[config.mk]
export PLATFORM = sky130hd
export DESIGN_NAME = clkmode_ctrl
export DESIGN_NICKNAME = d
export VERILOG_FILES = /design/src/rtl/clkmode_pkg.sv /design/src/rtl/clkmode_sync.sv /design/src/rtl/clkmode_div.sv /design/src/rtl/clkmode_flags.sv /design/src/rtl/clkmode_ctrl.sv
export SDC_FILE = /design/constraint.sdc
export NUM_CORES = 1
export LEC_CHECK = 0
export BUFFER_PORTS_ARGS = -buffer_cell sky130_fd_sc_hd__buf_2
export CORE_MARGIN = 1
export CORE_UTILIZATION = 40
export CTS_CLUSTER_SIZE = 24
export DETAILED_ROUTE_END_ITERATION = 8
export GPL_TIMING_DRIVEN = 1
export SLEW_MARGIN = 20
export SYNTH_ARGS = -nofsm -noshare
export SYNTH_HDL_FRONTEND = slang
export SYNTH_HIERARCHICAL = 1
export SYNTH_SLANG_ARGS = --single-unit
[constraint.sdc]
create_clock -name clk_vco -period 2.7 [get_ports clk_vco]
set_input_delay 0.27 -clock clk_vco [delete_from_list [all_inputs] [get_ports clk_vco]]
set_output_delay 0.27 -clock clk_vco [all_outputs]
set_load 0.05 [all_outputs]
[src/rtl/clkmode_pkg.sv]
package clkmode_pkg;
   typedef enum logic {
      MODE_INT = 1'b0,
      MODE_EXT = 1'b1
   } clk_mode_e;

   typedef enum logic [1:0] {
      TSRC_IREF = 2'd0,
      TSRC_RC   = 2'd1,
      TSRC_XOSC = 2'd2
   } tick_src_e;

   localparam int NFLAGS         = 2;
   localparam int FLAG_LOCK      = 0;
   localparam int FLAG_OSC       = 1;
   localparam int FALLBACK_RATIO = 4;
endpackage

[src/rtl/clkmode_sync.sv]
module clkmode_sync #(
   parameter int WIDTH  = 2,
   parameter int STAGES = 2
) (
   input  logic             clk,
   input  logic             rst_n,
   input  logic [WIDTH-1:0] d_in,
   output logic [WIDTH-1:0] d_out
);
   initial begin
      if (STAGES < 2) $error("clkmode_sync: STAGES must be at least 2");
   end

   logic [WIDTH-1:0] stg_q [STAGES];

   always_ff @(posedge clk or negedge rst_n) begin
      if (!rst_n) begin
         for (int i = 0; i < STAGES; i++) stg_q[i] <= '0;
      end else begin
         stg_q[0] <= d_in;
         for (int i = 1; i < STAGES; i++) stg_q[i] <= stg_q[i-1];
      end
   end

   assign d_out = stg_q[STAGES-1];
endmodule

[src/rtl/clkmode_div.sv]
module clkmode_div #(
   parameter int RW        = 5,
   parameter int RST_RATIO = 4
) (
   input  logic          clk,
   input  logic          rst_n,
   input  logic [RW-1:0] ratio_next,
   output logic          tc,
   output logic          bus_tick
);
   initial begin
      if (RST_RATIO < 1 || RST_RATIO >= (1 << RW))
         $error("clkmode_div: RST_RATIO out of range");
   end

   logic [RW-1:0] cnt_q;
   logic [RW-1:0] ratio_q;
   logic          half_q;

   assign tc       = (cnt_q == ratio_q - RW'(1));
   assign bus_tick = tc & half_q;

   always_ff @(posedge clk or negedge rst_n) begin
      if (!rst_n) begin
         cnt_q   <= '0;
         ratio_q <= RW'(RST_RATIO);
         half_q  <= 1'b0;
      end else if (tc) begin
         cnt_q   <= '0;
         ratio_q <= ratio_next;
         half_q  <= ~half_q;
      end else begin
         cnt_q   <= cnt_q + RW'(1);
      end
   end
endmodule

[src/rtl/clkmode_flags.sv]
module clkmode_flags #(
   parameter int N = 2
) (
   input  logic         clk,
   input  logic         rst_n,
   input  logic [N-1:0] status_in,
   input  logic         clr_we,
   input  logic [N-1:0] clr_mask,
   output logic [N-1:0] flags_o
);
   logic [N-1:0] prev_q;

   for (genvar g = 0; g < N; g++) begin : g_flag
      logic flag_q;
      always_ff @(posedge clk or negedge rst_n) begin
         if (!rst_n) begin
            prev_q[g] <= 1'b0;
            flag_q    <= 1'b0;
         end else begin
            prev_q[g] <= status_in[g];
            if (status_in[g] != prev_q[g]) flag_q <= 1'b1;
            else if (clr_we && clr_mask[g]) flag_q <= 1'b0;
         end
      end
      assign flags_o[g] = flag_q;
   end
endmodule

[src/rtl/clkmode_ctrl.sv]
module clkmode_ctrl
   import clkmode_pkg::*;
#(
   parameter int PDIV_W      = 4,
   parameter int RST_POSTDIV = 3,
   parameter int SYNC_STAGES = 2
) (
   input  logic              clk_vco,
   input  logic              rst_n,
   input  logic              lock_raw,
   input  logic              osc_rdy_raw,
   input  logic              osc_en,
   input  logic [PDIV_W-1:0] post_div,
   input  logic              flag_clr_we,
   input  logic [1:0]        flag_clr_data,
   input  logic [1:0]        irq_en,
   input  logic [1:0]        tick_sel,
   output logic              pll_ce,
   output logic              bus_ce,
   output logic              mode,
   output logic [1:0]        status,
   output logic [1:0]        flags,
   output logic              irq,
   output logic [1:0]        tick_src
);
   localparam int RW = PDIV_W + 1;

   initial begin
      if (PDIV_W < 2) $error("clkmode_ctrl: PDIV_W must be at least 2");
      if (RST_POSTDIV >= (1 << PDIV_W)) $error("clkmode_ctrl: RST_POSTDIV too wide");
   end

   logic [1:0]    sync_q;
   logic          lock_s;
   logic          osc_up;
   logic          tc;
   logic          bus_tick;
   clk_mode_e     mode_q;
   clk_mode_e     mode_d;
   logic [RW-1:0] ratio_nx;

   clkmode_sync #(.WIDTH(2), .STAGES(SYNC_STAGES)) u_sync (
      .clk   (clk_vco),
      .rst_n (rst_n),
      .d_in  ({osc_rdy_raw, lock_raw}),
      .d_out (sync_q)
   );

   assign lock_s = sync_q[0];
   assign osc_up = sync_q[1] & lock_s;

   always_comb begin
      mode_d = mode_q;
      if (mode_q == MODE_INT && osc_en && lock_s && osc_up) mode_d = MODE_EXT;
      else if (mode_q == MODE_EXT && !osc_en) mode_d = MODE_INT;
   end

   always_comb begin
      if (mode_d == MODE_EXT && !osc_up) ratio_nx = RW'(FALLBACK_RATIO);
      else ratio_nx = {1'b0, post_div} + RW'(1);
   end

   always_ff @(posedge clk_vco or negedge rst_n) begin
      if (!rst_n) mode_q <= MODE_INT;
      else if (tc) mode_q <= mode_d;
   end

   clkmode_div #(.RW(RW), .RST_RATIO(RST_POSTDIV + 1)) u_div (
      .clk        (clk_vco),
      .rst_n      (rst_n),
      .ratio_next (ratio_nx),
      .tc         (tc),
      .bus_tick   (bus_tick)
   );

   clkmode_flags #(.N(NFLAGS)) u_flags (
      .clk       (clk_vco),
      .rst_n     (rst_n),
      .status_in ({osc_up, lock_s}),
      .clr_we    (flag_clr_we),
      .clr_mask  (flag_clr_data),
      .flags_o   (flags)
   );

   always_comb begin
      unique case (tick_sel)
         TSRC_RC:   tick_src = TSRC_RC;
         TSRC_XOSC: tick_src = (mode_q == MODE_EXT) ? TSRC_XOSC : TSRC_IREF;
         default:   tick_src = TSRC_IREF;
      endcase
   end

   assign pll_ce = tc;
   assign bus_ce = bus_tick;
   assign mode   = mode_q;
   assign status = {osc_up, lock_s};
   assign irq    = |(flags & irq_en);
endmodule

==> Yosys cells after proc, flatten, opt, wreduce, memory -nomap -nowiden <==
Cells that the tools add are included.
{ "word_totals": {"ff_bits": 20, "word_cells": 45, "out_inout_bits": 10} }
{ "classes": {"n_bitwise": 5, "reduce_logical": 12, "n_mux": 10, "addsub": 3, "eq_ne": 5} }
{ "op_table": {"columns": ["operator", "count"], "rows": [
  ["5-bit 2-to-1 mux", 2],
  ["1-bit logical AND", 7],
  ["1-bit 2-to-1 mux", 6],
  ["4-bit by 1-bit adder with 5-bit output (second input constant)", 1],
  ["5-bit by 1-bit adder with 5-bit output (second input constant)", 1],
  ["5-bit == test", 1],
  ["5-bit by 1-bit subtractor with 5-bit output (second input constant)", 1],
  ["2-bit one-hot mux with 2 select lines", 1],
  ["2-bit nonzero test", 2],
  ["1-bit AND", 2],
  ["2-bit AND", 1],
  ["2-bit by 1-bit == test with 1-bit output (second input constant)", 1],
  ["2-bit == test (second input constant)", 1],
  ["1-bit zero test", 2],
  ["2-bit 2-to-1 mux", 1],
  ["1-bit inequality test", 2],
  ["1-bit inverter", 2],
  ["2-bit OR reduction", 1]
]} }

==> Longest topological paths before layout <==
Gate-level depths: netlist of run 1.
{ "depth": {"ltp_word": 7, "mapped_depth": 9} }

==> Modules after synthesis <==
The synthesis of run 1 kept the hierarchy.
{ "modules_own_cells": {"columns": ["mod", "n_inst", "seq_area_each_um2", "area_each_um2", "cells_per_inst"], "rows": [
  ["clkmode_div", 1, 276.5, 583.1, 48],
  ["clkmode_ctrl", 1, 25.0, 162.7, 22],
  ["clkmode_flags", 1, 100.1, 155.1, 12],
  ["clkmode_sync", 1, 100.1, 115.1, 6]
]} }

==> Least setup slack after synthesis of run 1 <==
OpenSTA, ideal clock, no wires.
{ "synth_path": {"kind": "register to output", "startpoint": "register u_div.ratio_q[0]", "endpoint": "output bus_ce", "path_slack_ns": 0.245, "t_arrival_ns": 2.185, "path_buffers": 1, "required_ns": 2.430, "stages_incl_launch_ff": 9, "path_cell_list": "dfrtp_1 -> inv_1 -> ha_1 -> nor2b_1 -> or3_1 -> a311o_1 -> inv_2 -> buf_8 -> and2_1"} }
{ "synth_via": {"elab_chain_len": 3} }
{ "synth_lines": {"columns": ["item", "line_no", "text"], "rows": [
  ["start, declared", "clkmode_div.sv:17", "logic [RW-1:0] ratio_q;"],
  ["start signal, assigned", "clkmode_div.sv:26", "ratio_q <= RW'(RST_RATIO);"],
  ["start signal, assigned", "clkmode_div.sv:30", "ratio_q <= ratio_next;"],
  ["5-bit by 1-bit subtractor with 5-bit output", "clkmode_div.sv:20", "assign tc = (cnt_q == ratio_q - RW'(1));"],
  ["5-bit == test", "clkmode_div.sv:20", null],
  ["net pll_ce", "clkmode_ctrl.sv:18", "output logic pll_ce,"],
  ["1-bit AND", "clkmode_div.sv:21", "assign bus_tick = tc & half_q;"],
  ["end, declared", "clkmode_ctrl.sv:19", "output logic bus_ce,"]
]} }
The timed path passes the listed nets, and every way through them passes these cells.

==> Worst setup path after layout of run 1 <==
{ "layout_path": {"startpoint": "register u_div.ratio_q[0]", "endpoint": "output bus_ce"} }
{ "layout_via": {"elab_chain_len": 3} }
{ "layout_lines": {"columns": ["item", "line_no"], "rows": [
  ["5-bit by 1-bit subtractor with 5-bit output", "clkmode_div.sv:20"],
  ["5-bit == test", "clkmode_div.sv:20"],
  ["1-bit AND", "clkmode_div.sv:21"]
]} }
Every way passes these cells.

==> impl_metrics.json, run 1 <==
{
  "top_layer_used": "met4",
  "yosys.area_share.xor_xnor": 0.1121,
  "synth_top_family_by_area": "simple AND/OR/NAND/NOR gates",
  "finalCriticalPeriod_ns": 2.565,
  "drive_above_1_share": 0.3826,
  "synth_compound_area_frac": 0.06034,
  "path_clk_slew_ns": 0.11,
  "end_kind": "output pin",
  "drtAntennaViolNets": 0,
  "slew_violations": 0,
  "drc_errors": 0,
  "cp_slowest_cell": "a311o_1",
  "powerDensity_nw_per_um2": 1108,
  "synthTopCellsByCount": "dfrtp_1 (19), nor2_1 (7), xor2_1 (7)",
  "yosysSeqAreaShare": 0.4938,
  "max_stage_delay_ns": 0.41,
  "cts_root_buf": "clkbuf_4",
  "wl_met2_um": 717,
  "syn_inst": 88,
  "crit_chain": "inv_1, ha_1, nor2b_1, or3_1, a311o_1, inv_2, and2_1, clkbuf_4",
  "clock_latency_ns": 0.30,
  "antenna_cells": 0,
  "synth_edf_count": 0,
  "drt_wl_total_um": 1569,
  "synth_area_leaders": "dfrtp_1 (47%), xor2_1 (6.0%), mux2_4 (5.9%)",
  "cts_sinks": 20,
  "io_buffers": 25,
  "timing.max_cap.violations": 0,
  "synth_most_common_cell": "dfrtp_1",
  "wl_per_cell_um": 10.97,
  "h-tree-depth": 1,
  "gr-total-overflow": 0,
  "yosys.area.top_type_share": 0.4680,
  "cp.arrival_ns": 2.30,
  "p_leak_nw": 0.5829,
  "syn_area_per_cell_um2": 11.55,
  "cp_top_family": "simple AND/OR/NAND/NOR gates",
  "netlist_area_um2": 1016,
  "coreArea_um2": 2297,
  "synth_top_area_cell": "dfrtp_1",
  "wl_met1_um": 737,
  "hold_viol": 0,
  "cts_max_path_buffers": 2,
  "area_delta_synth_final_pct": 17.61,
  "dieHeight_um": 52.40,
  "tightest_slew_ns": 0.4210,
  "hp-class": "in2reg",
  "grt_start_max_net_pins": 21,
  "vdd_drop_max_uv": 753.2,
  "synth_seq_cells": 20,
  "fmax_mhz": 389.8,
  "max_slew_margin": 0.7193,
  "dieWidth_um": 52.40,
  "ys_warn_count": 6,
  "first_pass_iters": 4,
  "drt_iter0_markers": 8,
  "setup_slack_ns": 0.1348,
  "muxShareOfSynthArea": 0.07020,
  "dp.cells": 136,
  "finClkSkew_ns": 0.008747,
  "final.setup.tns_ns": 0,
  "start_util": 0.4423,
  "vias": 667,
  "gp_congestion": 0.7120,
  "synth-simple-area-share": 0.1601,
  "rsz0062_at_grt": "no",
  "whs_ns": 0.07371,
  "num-nets-final": 135,
  "crit_buf_inv": 3,
  "wl_met3_um": 71,
  "status": "finished, final reports clean",
  "fill_cells": 213,
  "grt_pass1_wl_um": 2746,
  "synth_fa_ha_area_frac": 0.03695,
  "die_area_um2": 2745,
  "row_count": 17,
  "cts_buffers": 3,
  "pin_count": 26,
  "cts_tree": "yes",
  "final_cells": 143,
  "ys_async_sr_fraction": 1.000,
  "dp_hpwl_um": 1200,
  "worstSetupPathType": "reg2out",
  "path_max_fanout": 4,
  "postLayoutCoreUtil": 0.5202,
  "startpoint_type": "register",
  "first_global_vias": 661,
  "track_usage": 0.1436,
  "crit_required_ns": 2.43,
  "synth_ff_type": "dfrtp_1",
  "dpl_worst_slack_ns": 0.3846,
  "period_share": 0.9501,
  "syn_nets": 107,
  "setup_viol": 0,
  "ys_types": 30,
  "avgViaCountPerCell": 4.664,
  "antenna_found_initial": 0
}
metrics by stage:
stage	power, mW	area, um^2
finish	1.324	1195
global route	1.437	1195
CTS	1.317	1177
detailed placement	1.141	1131
global placement	1.136	1131
floorplan	1.033	1016
path summary, 6_finish.rpt:
path / startpoint / endpoint / slack [ns] / cells past startpoint
worst max-delay path: u_div/ratio_q[0] / bus_ce / 0.13 / 8
worst min-delay path: osc_rdy_raw / u_sync/stg_q[3] / 0.07 / 1
worst max register to register: u_div/ratio_q[0] / u_div/ratio_q[4] / 0.39 / 8
worst min register to register: u_sync/stg_q[3] / u_sync/d_out[1] / 0.36 / 0
max in group asynchronous: rst_n / u_div/ratio_q[2] / 1.94 / 2
min in group asynchronous: rst_n / u_div/ratio_q[3] / 0.43 / 2
logic make-up (layout without fill, tap and decap cells):
family,after synthesis,count (layout)
simple gates,28,28
compound gates,9,9
flops,20,20
buf+inv,10,37
fa+ha+maj,3,3
xor+xnor,13,13
mux,5,5
worst register-to-register path, stage by stage (launching register included):
cell     delay (ns)
dfrtp_1        0.40
inv_1          0.06
ha_1           0.22
nor2b_1        0.14
or3_1          0.35
a311o_1        0.41
inv_2          0.08
buf_4          0.19
mux2_2         0.35
power by group:
group	total [mW]	internal [mW]	switching, mW
clock network	0.168	0.0823	0.0860
logic	0.661	0.313	0.348
registers	0.495	0.402	0.0930
metal layers:
metal | global-route usage | vias up
met5 | 0 | -
met4 | 0.09211 | 0
met3 | 0.02609 | 5
met2 | 0.2257 | 18
met1 | 0.1796 | 304
li1 | - | 340
layout make-up:
| class | instances | area [um^2] | share of cell area |
|---|---|---|---|
| clock buffer | 4 | 36.28 | 0.03037 |
| inverter | 4 | 15.01 | 0.01257 |
| multi-input combinational | 58 | 446.7 | 0.3738 |
| sequential | 20 | 501.7 | 0.4199 |
| tap | 28 | 35.03 | 0.02932 |
| timing repair buffer | 29 | 160.2 | 0.1340 |
registers in the layout, indices dropped and copies added, names as in the netlist:
signal	flops
u_div/cnt_q	5
mode	1
u_div/half_q	1
u_sync/d_out	2
u_div/ratio_q	5
u_flags/g_flag.flag_q	2
u_flags/prev_q	2
u_sync/stg_q	2
timing repair:
| action | 4_1_cts | 5_1_grt |
|---|---|---|
| setup buffers | 0 | 2 |
| endpoints found under the setup margin | 0 | 1 |
| hold buffers | 1 | 0 |
| hold endpoints to repair | 19 | 0 |
| gates resized for setup | 0 | 1 |
layout by cell type, fill, tap and decap left out, types with 2 or more instances in the layout:
cell type  count
xnor2_1        6
nand2_1        4
mux2_4         4
nand3_1        3
dfrtp_1       19
inv_1          3
nor2_1         7
xor2_1         7
ha_1           3
o21ai_0        2
and2_1         2
buf_4          3
a21o_1         2
nor2b_1        4
a21oi_1        2
buf_2         24
clkbuf_4       4
Power figures use the tool's default switching activity.
==> run 2, diff against run 1 <==
--- a/config.mk
+++ b/config.mk
@@ -5,6 +5,7 @@
 export SDC_FILE = /design/constraint.sdc
 export NUM_CORES = 1
 export LEC_CHECK = 0
+export ABC_AREA = 1
 export BUFFER_PORTS_ARGS = -buffer_cell sky130_fd_sc_hd__buf_2
 export CORE_MARGIN = 1
 export CORE_UTILIZATION = 40
==> run 2 against run 1 <==
- sequential power down 1%
- wire length up 23%
- clock power up 42%
- global-route usage up 1.3 points
- synthesized cell count up 70%
- sequential share of layout area down 3.9 points
- design area up 10%
- highest routed layer unchanged
==> impl_metrics.json, run 2 <==
{
  "drtAntennaViolNets": 0,
  "hold_viol": 0,
  "cp_slowest_cell": "dfrtp_1",
  "synth_area_leaders": "dfrtp_1 (42%), nand2_1 (18%), inv_1 (7.0%)",
  "final.setup.tns_ns": 0,
  "cts_tree": "yes",
  "cts_max_path_buffers": 2,
  "finClkSkew_ns": 0.001188,
  "cts_root_buf": "clkbuf_4",
  "gr-total-overflow": 0,
  "dp_hpwl_um": 1559,
  "crit_top_cell": "nand2_1",
  "clkPwrFrac": 0.161,
  "max_slew_margin": 0.7033,
  "period_share": 0.8394,
  "vias": 937,
  "switching_power_mw": 0.6830,
  "path_clk_slew_ns": 0.11,
  "ys_warn_count": 6,
  "synth_seq_cells": 20,
  "cts_hold_buf": 1,
  "slew_violations": 0,
  "syn_inst": 150,
  "status": "finished, final reports clean",
  "cts_sinks": 20,
  "avgViaCountPerCell": 4.571,
  "start_util": 0.4401,
  "worstSetupPathType": "reg2out",
  "coreArea_um2": 2567,
  "dieWidth_um": 55.15,
  "setup_viol": 0,
  "first_global_vias": 825,
  "grt_start_max_net_pins": 21,
  "syn_nets": 169,
  "synth_most_common_cell": "nand2_1",
  "power.share.sequential": 0.331,
  "crit_required_ns": 2.43,
  "report.power.total_mw": 1.475,
  "final_cell_mix": "nand2_1 (53), buf_2 (25), inv_1 (21)",
  "pin_count": 26,
  "synth_edf_count": 0,
  "yosys.area.top_type_share": 0.4208,
  "row_count": 18,
  "track_usage": 0.1564,
  "sequential_cell_area_um2": 501.7,
  "setup_slack_ns": 0.4335,
  "combPwrFrac": 0.508,
  "drc_errors": 0,
  "yosysSeqAreaShare": 0.4441,
  "synth_ff_type": "dfrtp_1",
  "max_stage_delay_ns": 0.41,
  "wl_per_cell_um": 9.400,
  "synth_top_area_cell": "dfrtp_1",
  "end_kind": "output pin",
  "first_pass_iters": 4,
  "ys_types": 24,
  "antenna_found_initial": 0,
  "grt_pass1_wl_um": 3374,
  "drt_iter0_markers": 10,
  "ys_async_sr_fraction": 1.000,
  "fill_cells": 261,
  "io_buffers": 25,
  "layout_commonest_cell": "nand2_1",
  "startpoint_type": "register",
  "rsz0062_at_grt": "no",
  "cts_resized": 0,
  "cts_buffers": 3,
  "p_int_mw": 0.7923,
  "drive_above_1_share": 0.2343,
  "num-nets-final": 195,
  "synthTopCellsByCount": "nand2_1 (53), inv_1 (21), dfrtp_1 (19)",
  "cp.arrival_ns": 2.00,
  "p_leak_nw": 0.7736,
  "area_delta_synth_final_pct": 16.61,
  "syn_area_per_cell_um2": 7.532,
  "drt_wl_total_um": 1927,
  "multi_input_area_um2": 491.7,
  "dieHeight_um": 55.15,
  "antenna_cells": 0,
  "reg_top3": "u_div/cnt_q: 5 flops, u_div/ratio_q: 5 flops",
  "clock_latency_ns": 0.29,
  "crit_chain": "inv_2, ha_1, inv_1, nand2_1, nand2_1, nor2_2, nand2_2, nor2_8, nand2_4, nor2_1, buf_2",
  "path_max_fanout": 8,
  "gp_congestion": 0.7612,
  "cts_setup_buffers": 0,
  "dpl_worst_slack_ns": 0.7379,
  "timing.max_cap.violations": 0,
  "die_area_um2": 3041,
  "netlist_area_um2": 1130,
  "vdd_drop_max_uv": 621.5,
  "h-tree-depth": 1,
  "fmax_mhz": 441.2,
  "finalCriticalPeriod_ns": 2.266,
  "whs_ns": 0.07506,
  "hp-class": "in2reg",
  "powerDensity_nw_per_um2": 1120,
  "ff2ff_setup_slack_ns": 1.01,
  "tightest_slew_ns": 0.4451,
  "switching_share": 0.4629
}
run 2: path summary, 6_finish.rpt:
kind / startpoint / cells past startpoint / endpoint
min reg2reg: u_sync/stg_q[2] / 0 / u_sync/d_out[0]
max in group asynchronous: rst_n / 2 / u_div/ratio_q[2]
max: u_div/ratio_q[0] / 11 / bus_ce
min: lock_raw / 1 / u_sync/stg_q[2]
min in group asynchronous: rst_n / 2 / u_div/ratio_q[3]
max reg2reg: u_div/ratio_q[0] / 13 / mode
run 2: per-stage QoR:
| stage | utilization | instances | area, um^2 |
|---|---|---|---|
| 2_1_floorplan | - | 150 | 1130 |
| 3_3_place_gp | 0.4888 | 200 | 1255 |
| 3_5_place_dp | 0.4888 | 200 | 1255 |
| 4_1_cts | 0.5132 | 205 | 1318 |
| 5_1_grt | 0.5132 | 205 | 1318 |
| 6_report | 0.5132 | 205 | 1318 |
run 2: worst max-delay path, delay by kind of cell, from the launching register on:
| kind | cells | cell delay [ns] |
|---|---|---|
| adders and majority gates | 1 | 0.29 |
| buffers and inverters | 3 | 0.37 |
| DFF | 1 | 0.41 |
| and+or+nand+nor | 7 | 0.62 |
run 2: cell type report:
| cell class | count | area share |
|---|---|---|
| Clock buffer | 3 | 0.01709 |
| Clock inverter | 1 | 0.02279 |
| Inverter | 25 | 0.07502 |
| Multi-Input combinational cell | 100 | 0.3732 |
| Sequential cell | 20 | 0.3808 |
| Tap cell | 30 | 0.02849 |
| Timing Repair Buffer | 26 | 0.1026 |
run 2: cell families (layout without fill, tap and decap cells):
family	Yosys count	count (layout)	share of synthesized area
XOR/XNOR	3	3	0.02326
AND/OR/NAND/NOR	90	90	0.3566
buffers and inverters	30	55	0.1207
adder cells (fa/ha/maj)	3	3	0.03323
AO/OA/AOI/OAI	4	4	0.02214
flip-flops	20	20	0.4441
run 2: layer usage:
layer | vias up | track usage | wire (um) | share of wire
met5 | - | 0 | 0 | 0
met4 | 0 | 0.03750 | 12 | 0.0062
met3 | 2 | 0.01913 | 57 | 0.030
met2 | 15 | 0.2691 | 898 | 0.47
met1 | 419 | 0.2083 | 959 | 0.50
li1 | 501 | - | - | -
run 2: power by group through the flow:
stage               logic, mW  clock network [mW]  registers (mW)
finish                  0.749               0.238           0.488
global route            0.851               0.258           0.504
CTS                     0.760               0.247           0.488
detailed placement      0.758                   0           0.495
global placement        0.748                   0           0.491
floorplan               0.612                   0           0.495
